$ cat config.mk
export PLATFORM = sky130hd
export DESIGN_NAME = wdt_timer
export DESIGN_NICKNAME = d
export VERILOG_FILES = /design/src/rtl/wdt_pkg.sv /design/src/rtl/wdt_prescaler.sv /design/src/rtl/wdt_downcount.sv /design/src/rtl/wdt_action.sv /design/src/rtl/wdt_timer.sv
export SDC_FILE = /design/constraint.sdc
export NUM_CORES = 1
export LEC_CHECK = 0
export ABC_AREA = 0
export BUFFER_PORTS_ARGS = -buffer_cell sky130_fd_sc_hd__buf_2
export CAP_MARGIN = 40
export CELL_PAD_IN_SITES_DETAIL_PLACEMENT = 1
export CELL_PAD_IN_SITES_GLOBAL_PLACEMENT = 1
export CORE_MARGIN = 1
export CORE_UTILIZATION = 25
export DETAILED_ROUTE_END_ITERATION = 8
export GPL_TIMING_DRIVEN = 0
export HOLD_SLACK_MARGIN = 0.08
export PLACE_DENSITY_LB_ADDON = 0.1
export SLEW_MARGIN = 10
export SYNTH_ARGS = -nofsm -noshare
export SYNTH_HDL_FRONTEND = slang
export SYNTH_HIERARCHICAL = 1
export SYNTH_SLANG_ARGS = --single-unit
$ cat constraint.sdc
create_clock -name clk -period 8.3 [get_ports clk]
set_input_delay 1.66 -clock clk [delete_from_list [all_inputs] [get_ports clk]]
set_output_delay 1.66 -clock clk [all_outputs]
set_load 0.01 [all_outputs]
$ cat src/rtl/wdt_pkg.sv
package wdt_pkg;

   typedef enum logic {
      WDT_ACT_IRQ   = 1'b0,
      WDT_ACT_RESET = 1'b1
   } wdt_act_e;

   // ratio picked by clock source: sub-clock overrides the high/low select
   function automatic int unsigned wdt_ratio(input logic sub_sel, input logic hi_sel,
                                             input int unsigned div_sub,
                                             input int unsigned div_lo,
                                             input int unsigned div_hi);
      if (sub_sel)
         return div_sub;
      else if (hi_sel)
         return div_hi;
      else
         return div_lo;
   endfunction

endpackage

$ cat src/rtl/wdt_prescaler.sv
module wdt_prescaler #(
   parameter int unsigned DIV_LO  = 16,
   parameter int unsigned DIV_HI  = 128,
   parameter int unsigned DIV_SUB = 2
) (
   input  logic clk,
   input  logic rst_n,
   input  logic en,
   input  logic sub_sel,
   input  logic hi_sel,
   output logic tick
);
   import wdt_pkg::*;

   localparam int unsigned PRE_W = (DIV_HI > 1) ? $clog2(DIV_HI) : 1;

   logic [PRE_W-1:0] pre_q;
   logic [PRE_W-1:0] last_val;
   logic             at_end;

   always_comb begin
      last_val = PRE_W'(wdt_ratio(sub_sel, hi_sel, DIV_SUB, DIV_LO, DIV_HI) - 1);
   end

   // >= so that a ratio drop mid-count wraps at once instead of running long
   assign at_end = (pre_q >= last_val);
   assign tick   = en & at_end;

   always_ff @(posedge clk or negedge rst_n) begin
      if (!rst_n)
         pre_q <= '0;
      else if (en) begin
         if (at_end)
            pre_q <= '0;
         else
            pre_q <= pre_q + PRE_W'(1);
      end
   end

   AST_PRE_HOLD_OFF: assert property (@(posedge clk) disable iff (!rst_n)
      !en |=> $stable(pre_q)) else $error("prescaler moved while disabled");

endmodule

$ cat src/rtl/wdt_downcount.sv
module wdt_downcount #(
   parameter int unsigned CNT_W = 15
) (
   input  logic             clk,
   input  logic             rst_n,
   input  logic             active,
   input  logic             load,
   input  logic             tick,
   output logic [CNT_W-1:0] cnt,
   output logic             underflow
);
   localparam logic [CNT_W-1:0] RELOAD = {CNT_W{1'b1}};

   logic [CNT_W-1:0] cnt_q;
   logic             step;

   assign step      = tick & active & ~load;
   assign underflow = step & (cnt_q == '0);
   assign cnt       = cnt_q;

   always_ff @(posedge clk or negedge rst_n) begin
      if (!rst_n)
         cnt_q <= RELOAD;
      else if (load)
         cnt_q <= RELOAD;
      else if (step) begin
         if (cnt_q == '0)
            cnt_q <= RELOAD;
         else
            cnt_q <= cnt_q - CNT_W'(1);
      end
   end

   AST_RELOAD_ON_WRITE: assert property (@(posedge clk) disable iff (!rst_n)
      load |=> cnt_q == RELOAD) else $error("refresh did not reload");

   AST_STEP_DOWN: assert property (@(posedge clk) disable iff (!rst_n)
      (tick && active && !load && cnt_q != '0) |=> cnt_q == $past(cnt_q) - CNT_W'(1))
      else $error("counter did not step by one");

   AST_IDLE_HOLD: assert property (@(posedge clk) disable iff (!rst_n)
      (!active && !load) |=> $stable(cnt_q)) else $error("counter ran before start");

endmodule

$ cat src/rtl/wdt_action.sv
module wdt_action (
   input  logic clk,
   input  logic rst_n,
   input  logic mode_we,
   input  logic mode_wdata,
   input  logic underflow,
   output logic irq_pulse,
   output logic sys_rst_n
);
   import wdt_pkg::*;

   wdt_act_e mode_q;
   logic     irq_q;
   logic     fired_q;

   always_ff @(posedge clk or negedge rst_n) begin
      if (!rst_n) begin
         mode_q  <= WDT_ACT_IRQ;
         irq_q   <= 1'b0;
         fired_q <= 1'b0;
      end else begin
         if (mode_we && mode_wdata)
            mode_q <= WDT_ACT_RESET;
         irq_q   <= underflow && (mode_q == WDT_ACT_IRQ);
         fired_q <= fired_q || (underflow && (mode_q == WDT_ACT_RESET));
      end
   end

   assign irq_pulse = irq_q;
   assign sys_rst_n = ~fired_q;

   AST_MODE_ONE_WAY: assert property (@(posedge clk) disable iff (!rst_n)
      (mode_q == WDT_ACT_RESET) |=> (mode_q == WDT_ACT_RESET)) else $error("action bit cleared");

   AST_IRQ_ONE_CYCLE: assert property (@(posedge clk) disable iff (!rst_n)
      irq_pulse |=> !irq_pulse) else $error("interrupt wider than one cycle");

   AST_RST_STICKY: assert property (@(posedge clk) disable iff (!rst_n)
      !sys_rst_n |=> !sys_rst_n) else $error("timeout reset released");

   AST_NO_IRQ_IN_RST_MODE: assert property (@(posedge clk) disable iff (!rst_n)
      (mode_q == WDT_ACT_RESET) |=> !irq_pulse) else $error("irq in reset mode");

endmodule

$ cat src/rtl/wdt_timer.sv
module wdt_timer #(
   parameter int unsigned CNT_W       = 15,
   parameter int unsigned DIV_LO      = 16,
   parameter int unsigned DIV_HI      = 128,
   parameter int unsigned DIV_SUB     = 2,
   parameter bit          HAS_ALT_SRC = 1'b1
) (
   input  logic clk,
   input  logic rst_n,
   input  logic refresh_we,
   input  logic mode_we,
   input  logic mode_wdata,
   input  logic sub_clk_sel,
   input  logic div_hi_sel,
   input  logic alt_src_sel,
   input  logic alt_src_tick,
   input  logic freeze,
   output logic irq_pulse,
   output logic sys_rst_n
);

   if (CNT_W < 2) begin : g_bad_cnt_w
      $error("wdt_timer: CNT_W must be at least 2");
   end
   if (DIV_LO < 1 || DIV_SUB < 1) begin : g_bad_div_min
      $error("wdt_timer: divide ratios must be at least 1");
   end
   if (DIV_HI < DIV_LO || DIV_HI < DIV_SUB) begin : g_bad_div_max
      $error("wdt_timer: DIV_HI must be the largest ratio");
   end

   logic             active_q;
   logic             run;
   logic             use_alt;
   logic             pre_tick;
   logic             cnt_tick;
   logic             underflow;
   logic [CNT_W-1:0] cnt;

   always_ff @(posedge clk or negedge rst_n) begin
      if (!rst_n)
         active_q <= 1'b0;
      else if (refresh_we)
         active_q <= 1'b1;
   end

   assign run = active_q & ~freeze;

   if (HAS_ALT_SRC) begin : g_alt_src
      assign use_alt  = alt_src_sel;
      assign cnt_tick = use_alt ? (run & alt_src_tick) : pre_tick;
   end else begin : g_no_alt_src
      assign use_alt  = 1'b0;
      assign cnt_tick = pre_tick;
   end

   wdt_prescaler #(
      .DIV_LO (DIV_LO),
      .DIV_HI (DIV_HI),
      .DIV_SUB(DIV_SUB)
   ) u_pre (
      .clk    (clk),
      .rst_n  (rst_n),
      .en     (run & ~use_alt),
      .sub_sel(sub_clk_sel),
      .hi_sel (div_hi_sel),
      .tick   (pre_tick)
   );

   wdt_downcount #(
      .CNT_W(CNT_W)
   ) u_cnt (
      .clk      (clk),
      .rst_n    (rst_n),
      .active   (active_q),
      .load     (refresh_we),
      .tick     (cnt_tick),
      .cnt      (cnt),
      .underflow(underflow)
   );

   wdt_action u_act (
      .clk       (clk),
      .rst_n     (rst_n),
      .mode_we   (mode_we),
      .mode_wdata(mode_wdata),
      .underflow (underflow),
      .irq_pulse (irq_pulse),
      .sys_rst_n (sys_rst_n)
   );

   AST_FREEZE_HOLD: assert property (@(posedge clk) disable iff (!rst_n)
      (freeze && !refresh_we) |=> $stable(cnt)) else $error("counter moved while frozen");

   AST_NO_EVENT_IDLE: assert property (@(posedge clk) disable iff (!rst_n)
      !active_q |=> (!irq_pulse && sys_rst_n)) else $error("event before start");

endmodule

Word level (Yosys, flattened, before mapping)
Cells that the tools add are included.
W data, S select, Z words.
{"block": "totals", "ff_bits": 26, "latch_bits": 0, "ramBits": 0, "rom_bits": 0, "inputBits": 10, "output_inout_bits": 2, "wordCells": 35, "memories": 0}
{"block": "classes", "n_addsub": 3, "mul": 0, "div": 0, "magnitude_cmp": 1, "eq_ne": 0, "shifts": 0, "mux": 7, "n_bitwise": 12, "reduce_logical": 6}
{"operator": "$mux W15", "count": 3}
{"operator": "$logic_not A15 Y1", "count": 1}
{"operator": "$sub A15 B1 Y15 const B", "count": 1}
{"operator": "$mux W7", "count": 2}
{"operator": "$add A7 B1 Y7 const B", "count": 1}
{"operator": "$and A1 B1 Y1", "count": 7}
{"operator": "$ge A7 B7 Y1", "count": 1}
{"operator": "$sub A7 B1 Y7 const B", "count": 1}
{"operator": "$mux W5", "count": 1}
{"operator": "$not A1 Y1", "count": 5}
{"operator": "$logic_and A1 B1 Y1", "count": 3}
{"operator": "$reduce_bool A2 Y1", "count": 1}
{"operator": "$logic_or A1 B1 Y1", "count": 1}
{"operator": "$mux W1", "count": 1}

Longest topological paths before layout
Gate-level depths: netlist (run 1).
{"block": "logic_depth", "ltp_word": 11, "mapped_depth": 14, "ltp_nobuf": 12}

Modules after synthesis
The synthesis (run 1) kept the hierarchy.
{"module": "wdt_downcount", "instances": 1, "cells_per_inst": 94, "area_each_um2": 939.7, "seq_area_each_um2": 394.1}
{"module": "wdt_prescaler", "instances": 1, "cells_per_inst": 55, "area_each_um2": 544.3, "seq_area_each_um2": 175.2}
{"module": "wdt_action", "instances": 1, "cells_per_inst": 7, "area_each_um2": 100.1, "seq_area_each_um2": 75.1}
{"module": "wdt_timer", "instances": 1, "cells_per_inst": 7, "area_each_um2": 68.8, "seq_area_each_um2": 25.0}

Worst setup path after synthesis (run 1)
No wires, ideal clock.
{"block": "synth_path", "kind": "input-to-reg", "from": "input sub_clk_sel", "to": "register u_cnt.cnt_q[6], in the netlist u_cnt/cnt[6]", "setup_time_ps": 73, "arrival_time_ps": 3920, "required_ps": 8227, "slack_ps": 4307, "stages": 14, "path_buffers": 2, "cell_sequence": "nand2b_1 ha_1 nand2_1 nor4_2 or3_1 buf_6 and2_4 inv_1 o22ai_2 a21o_1 clkbuf_1 nor2_1 a41o_2 a21oi_1"}
{"block": "synth_via", "elab_chain_cells": 8}
{"element": "start: declaration", "line": "wdt_timer.sv:13", "text": "input logic sub_clk_sel,"}
{"element": "$mux W7", "line": "wdt_pkg.sv:13", "text": "if (sub_sel)"}
{"element": "$sub A7 B1 Y7", "line": "wdt_prescaler.sv:22", "text": "last_val = PRE_W'(wdt_ratio(sub_sel, hi_sel, DIV_SUB, DIV_LO, DIV_HI) - 1);"}
{"element": "$ge A7 B7 Y1", "line": "wdt_prescaler.sv:26", "text": "assign at_end = (pre_q >= last_val);"}
{"element": "$and A1 B1 Y1", "line": "wdt_prescaler.sv:27", "text": "assign tick = en & at_end;"}
{"element": "via pre_tick", "line": "wdt_timer.sv:35", "text": "logic pre_tick;"}
{"element": "$mux W1", "line": "wdt_timer.sv:51", "text": "assign cnt_tick = use_alt ? (run & alt_src_tick) : pre_tick;"}
{"element": "via cnt_tick", "line": "wdt_timer.sv:36", "text": "logic cnt_tick;"}
{"element": "$and A1 B1 Y1 (2 in series)", "line": "wdt_downcount.sv:17", "text": "assign step = tick & active & ~load;"}
{"element": "$reduce_bool A2 Y1 (no source line)"}
{"element": "end signal: assignment", "line": "wdt_downcount.sv:30", "text": "cnt_q <= cnt_q - CNT_W'(1);"}
{"element": "end: declaration", "line": "wdt_downcount.sv:14", "text": "logic [CNT_W-1:0] cnt_q;"}
The timed path passes the listed nets, and every way through them passes these cells.
A chain may end at the register's enable or synchronous reset.

Worst setup path in the final report (run 1)
{"block": "layout_path", "from": "input sub_clk_sel", "to": "register u_cnt.cnt_q[10], in the netlist u_cnt/cnt[10]"}
The elaborated chain is that of the path after synthesis.

==> results of run 1 <==
==> state kept, by name (all words and copies together), names as in the netlist <==
register         count
u_act/irq_pulse      1
u_act/fired_q        1
u_pre/pre_q          7
active_q             1
u_act/mode_q         1
u_cnt/cnt           15
==> kinds of logic after synthesis <==
kind of cell | after synthesis | synth area share
flops | 26 | 0.405
xor+xnor | 9 | 0.0477
simple gates | 78 | 0.298
fa+ha+maj | 9 | 0.0681
compound gates | 29 | 0.143
buf+inv | 12 | 0.0379
==> worst reg2reg max path, stage by stage (launching register included) <==
cell      delay, ns
dfrtp_1        0.44
ha_1           0.31
a211oi_2       0.06
nor4_2         0.41
or3_1          0.20
buf_6          0.14
and2_4         0.14
inv_1          0.04
o22ai_2        0.19
a21o_1         0.21
clkbuf_1       0.40
nand4_1        0.18
xor2_1         0.18
nand2_1        0.07
==> final timing paths <==
check	cells past startpoint	slack (ns)	end
worst min-delay path	1	0.46	u_act/irq_pulse
min in group asynchronous	1	1.40	u_act/irq_pulse
worst max-delay path	15	4.00	u_cnt/cnt[10]
worst min register to register	1	0.46	u_act/irq_pulse
max in group asynchronous	1	6.50	u_pre/pre_q[2]
worst max register to register	13	5.21	u_cnt/cnt[10]
==> cell usage in the layout, fill, tap and decap left out, drive strengths merged, types with 3 or more instances in the layout <==
cell type	Yosys	layout
ha	9	9
dfrtp	11	11
a21o	4	4
clkbuf	2	6
dfstp	15	15
xor2	7	7
nor2	16	16
buf	4	15
nand2b	6	6
nor4	6	6
o22ai	3	3
nand4	5	5
nand3	4	4
a21oi	8	8
nor3	5	5
inv	6	6
a211oi	3	3
nand2	14	14
==> cell type report <==
| class | count | share of cell area |
|---|---|---|
| buffer | 6 | 0.0215 |
| clock buffer | 4 | 0.0296 |
| inverter | 6 | 0.0121 |
| multi-input combinational | 125 | 0.495 |
| sequential | 26 | 0.360 |
| tap | 77 | 0.0518 |
| timing repair buffer | 11 | 0.0296 |
==> report_power, final <==
group	switching [mW]	internal (mW)	total, mW
logic	0.0294	0.0231	0.0525
registers	0.0107	0.135	0.146
clock network	0.0432	0.0425	0.0858
total	0.0833	0.201	0.284
==> layer usage <==
metal,wire length (um),vias to the layer above,global-route usage
met5,0,-,0
met4,49,0,0.0486
met3,39,4,0.0189
met2,2080,7,0.227
met1,1750,618,0.146
li1,-,620,-
==> per-stage QoR <==
| stage | area [um2] | hold slack (ns) | cells | power [mW] | setup WS, ns |
|---|---|---|---|---|---|
| 2_1_floorplan | 1650 | 0.427 | 163 | 0.183 | 4.31 |
| 3_3_place_gp | 1800 | 0.438 | 251 | 0.199 | 3.68 |
| 3_5_place_dp | 1800 | 0.444 | 251 | 0.202 | 3.67 |
| 4_1_cts | 1860 | 0.459 | 255 | 0.291 | 3.95 |
| 5_1_grt | 1860 | 0.492 | 255 | 0.302 | 3.73 |
| 6_report | 1860 | 0.455 | 255 | 0.284 | 4.00 |
==> run metrics, run 1 <==
die height 83.3 um; P&R area growth vs syn 12.5%; CP startpoint sub_clk_sel; via count 1249; top cell family by delay on the critical path simple AND/OR/NAND/NOR gates; Post-Route WL 3920 um; setup bufs post-CTS 0; Min Clock Period, post-route 4.30 ns; Synth Instances 163; Hold Crit Class reg2reg; largest net degree at the start of global routing 27; Peak supply drop 75.6 uV; Final TNS setup 0 ns; global route overflow 0; async set-reset flop share out of synthesis 1.00; FF-to-FF Start u_pre/pre_q[1]; TritonRoute pass-1 iters 3; Final Hold Vio Count 0; ant diodes 0; CP endpoint kind register; area occupied by multi-input gates 921 um2; vias in the first global route 1412; Worst EP required 8.48 ns; hold path start u_act/mode_q; most common flop cell mapped by yosys dfstp_2; Routed Antenna Nets 0; number of enable flip-flop cells after synthesis 0; class of the most critical setup path in2reg; Clock Pin Slew Worst Setup and Hold Paths 0.10 ns; Synth area leaders dfstp_2 24%, dfrtp_1 17%, ha_1 6.8%, xor2_1 3.7%, nor2_1 3.4%; most frequent cells after synthesis 15 x dfstp_2, 15 x nor2_1, 14 x nand2_1, 11 x dfrtp_1, 9 x ha_1; Final Max Tran Viols 0; Fill cells 733; sequential cell area 669 um2; io pins 12; Slew HR 0.527; Root Buffer clkbuf_8; sequential element share of the synthesized area 0.405; critical path fanouts, max 10; Cell Area, Synth 0.00165 mm2; die extent in x 83.3 um; Port Buffer Count 11; Clock Latency Late Sink 0.27 ns; CTS tree yes; max_cap viols 0; routed vias/inst 4.90; top cell type's share of synthesized area 0.238; synth unique cells 52; gr usage total 0.125; Final #Nets 198; Leakage 0.767 nW; Synth Warn # 6; CTS H-Tree Depth 1; CTS sink cnt 26; # DRC 0; wire length of the first global-routing pass 6860 um; Final setup viols 0; Initial Utilization 0.260; routability cong. 0.705; CP max-delay cell clkbuf_1; die area 0.00694 mm2; average size of a mapped cell 10.1 um2; Initial DRC Count 25; Synthesized Nets 182; status finished, final reports clean; period utilisation layout 0.518; hpwl dp 2910 um; CTS Hold Bufs 0; pwr dens 153 mW/mm2; CP startpoint kind input port; fin util 0.293; Worst Path Arrival 4.49 ns; initial antenna violation count 0; Worst Skew 0.00293 ns; CTS Buffer Depth 2; WL per Instance 15.4 um; Max stage delay on crit path 0.40 ns; largest area contributor in the netlist dfstp_2; fmax 232 MHz; buffers plus inverters on the worst setup path 4; cell mode on critical path nand2_1; cell-by-cell listing of the critical path buf_2 > nand2b_1 > ha_1 > nand2_1 > nor4_2 > or3_1 > buf_6 > and2_4 > inv_1 > o22ai_2 > a21o_1 > clkbuf_1 > nand4_1 > xor2_1 > nand2_1; post-cts sizing count 0; cts bufs inserted 3; Worst-Margin Slew 0.707 ns; RSZ-0062 raised after global routing no; num rows 29; core box area 0.00635 mm2; Yosys reg bits 26; layout cells sized above 1 0.303
Power figures use the tool's default switching activity.
==> inputs of run 2 (changes only) <==
Clock period 8.3 ns to 3.54 ns, I/O delays scaled along.
==> run metrics, run 2 (synthesis gave the netlist of run 1 again) <==
status finished, final reports clean (unchanged); cell mode on critical path nand2_1 (unchanged); Peak supply drop 177 uV (was 75.6 uV); most frequent cells in the layout 15 x nor2_1, 15 x dfstp_2, 14 x nand2_1 (unchanged); CTS Hold Bufs 0 (unchanged); top cell family by delay on the critical path simple AND/OR/NAND/NOR gates (unchanged); Worst Skew 0.00260 ns (was 0.00293 ns); gr usage total 0.125 (unchanged); Reg power frac 0.514 (was 0.513); period utilisation layout 0.931; routed vias/inst 4.93 (was 4.90); Initial DRC Count 21 (was 25); internal power 470 uW (was 201 uW); Power Total 664 uW (was 284 uW); CTS sink cnt 26 (unchanged); clock share of power 0.300 (was 0.302); reg2reg path depth 12 (was 13); pwr dens 357 mW/mm2 (was 153 mW/mm2); class of the most critical setup path in2reg (unchanged); Post-DP Area 0.00180 mm2 (unchanged); buffers plus inverters on the worst setup path 3 (was 4); Final #Nets 198 (unchanged); worst reg2reg setup slack 0.51 ns (was 5.21 ns); Min Clock Period, post-route 3.29 ns; Port Buffer Count 11 (unchanged); FF-to-FF Start u_pre/pre_q[1] (unchanged); Final setup viols 0 (unchanged); via count 1256 (was 1249); Final TNS setup 0 ns (unchanged); P&R area growth vs syn 12.6% (was 12.5%); layout cells sized above 1 0.309 (was 0.303); setup bufs post-CTS 0 (unchanged); CTS Buffer Depth 2 (unchanged); Clock Latency Late Sink 0.27 ns (about the same); Largest register FFs 15 (unchanged); max_cap viols 0 (unchanged); vias in the first global route 1412 (unchanged); core box area 0.00635 mm2 (unchanged); largest net degree at the start of global routing 27 (unchanged); initial antenna violation count 0 (unchanged); routability cong. 0.705 (unchanged); RR Endpoint u_cnt/cnt[14] (was u_cnt/cnt[10]); io pins 12 (unchanged); Final Hold Vio Count 0 (unchanged); Worst EP required 3.74 ns (was 8.48 ns); Root Buffer clkbuf_8 (unchanged); Worst-Margin Slew 0.690 ns (was 0.707 ns); CP endpoint kind register (unchanged); hpwl dp 2910 um (unchanged); die extent in x 83.3 um (unchanged); CP startpoint kind input port (unchanged); pre-CTS setup slack -0.133 ns (was 3.67 ns); die height 83.3 um (unchanged); Post-Route WL 3920 um (about the same); CTS tree yes (unchanged); cts bufs inserted 3 (unchanged); switch share 0.292 (was 0.294); Worst Path Arrival 3.49 ns (was 4.49 ns); fin worst setup slack 0.246 ns (was 4.00 ns); # DRC 0 (unchanged); wire length of the first global-routing pass 6860 um (unchanged); WL per Instance 15.4 um (about the same); CTS H-Tree Depth 1 (unchanged); critical path fanouts, max 8 (was 10); Psw 194 uW (was 83.3 uW); Post-Layout Inst Area 0.00186 mm2 (about the same); ant diodes 0 (unchanged); cell-by-cell listing of the critical path buf_2 > nand2b_1 > ha_1 > nand2_1 > nor4_2 > or3_1 > buf_6 > and2_4 > inv_1 > o22ai_2 > nand2_1 > or2_2 > nor2_2 > a31oi_1 (was buf_2 > nand2b_1 > ha_1 > nand2_1 > nor4_2 > or3_1 > buf_6 > and2_4 > inv_1 > o22ai_2 > a21o_1 > clkbuf_1 > nand4_1 > xor2_1 > nand2_1); Slew HR 0.538 (was 0.527); Routed Antenna Nets 0 (unchanged); fin util 0.293 (about the same); Initial Utilization 0.260 (unchanged); RSZ-0062 raised after global routing no (unchanged); num rows 29 (unchanged); CP max-delay cell or2_2 (was clkbuf_1); die area 0.00694 mm2 (unchanged); TritonRoute pass-1 iters 2 (was 3); Final Max Tran Viols 0 (unchanged); Hold Crit Class in2async (was reg2reg); Max stage delay on crit path 0.38 ns (was 0.40 ns); Leakage 0.770 nW (was 0.767 nW); Combinational Power Share 0.185 (about the same); global route overflow 0 (unchanged); Clock Pin Slew Worst Setup and Hold Paths 0.10 ns (about the same); fmax 304 MHz
## run 2: cell counts in the layout (fill, tap and decap cells not counted)
Identical to the previous run, type by type.
## run 2: layer usage
metal / track usage / up-vias / routed length [um]
met5: 0 / - / 0
met4: 0.0486 / 0 / 37
met3: 0.0189 / 2 / 43
met2: 0.227 / 7 / 2090
met1: 0.146 / 627 / 1750
li1: - / 620 / -
## run 2: through the flow
| stage | std cells | hold WS [ns] |
|---|---|---|
| final | 255 | 0.448 |
| after global routing | 255 | 0.487 |
| after CTS | 255 | 0.459 |
| after detailed placement | 251 | 0.444 |
| after global placement | 251 | 0.438 |
| after floorplan | 163 | 0.412 |
## run 2: worst max path at each step
| stage | to | depth (start not counted) | startpoint |
|---|---|---|---|
| after global placement | u_cnt/cnt[10] | 15 | sub_clk_sel |
| after detailed placement | u_cnt/cnt[10] | 15 | sub_clk_sel |
| after global routing | u_cnt/cnt[14] | 14 | sub_clk_sel |
| after floorplan | u_cnt/cnt[6] | 14 | sub_clk_sel |
| after CTS | u_cnt/cnt[10] | 15 | sub_clk_sel |
| final | u_cnt/cnt[14] | 14 | sub_clk_sel |
## run 2: cell type report
type,count,area [um2]
fill,734,4490
multi-input combinational,125,921
sequential,26,669
tap,77,96.3
clock buffer,4,55.1
timing repair buffer,11,55.1
buffer,6,41.3
inverter,6,22.5
## run 2: power groups by stage
stage          registers (mW)  clock network [mW]  logic [mW]
5_1_grt                 0.345               0.221       0.143
6_report                0.342               0.200       0.123
3_5_place_dp            0.346                   0       0.127
2_1_floorplan           0.338                   0      0.0918
3_3_place_gp            0.345                   0       0.121
4_1_cts                 0.341               0.212       0.128
## run 2: timing repair
item | 4_1_cts | 5_1_grt
hold endpoints to repair | 0 | 0
endpoints found under the setup margin | 0 | 5
gates resized for setup | 0 | 2
## run 2: worst reg2reg max path, stage by stage (launching register included)
cell	delay, ns
dfrtp_1	0.44
ha_1	0.31
a211oi_2	0.06
nor4_2	0.41
or3_1	0.20
buf_6	0.14
and2_4	0.14
inv_1	0.04
o22ai_2	0.19
nand2_1	0.23
or2_2	0.38
nor2_2	0.26
a31oi_1	0.13
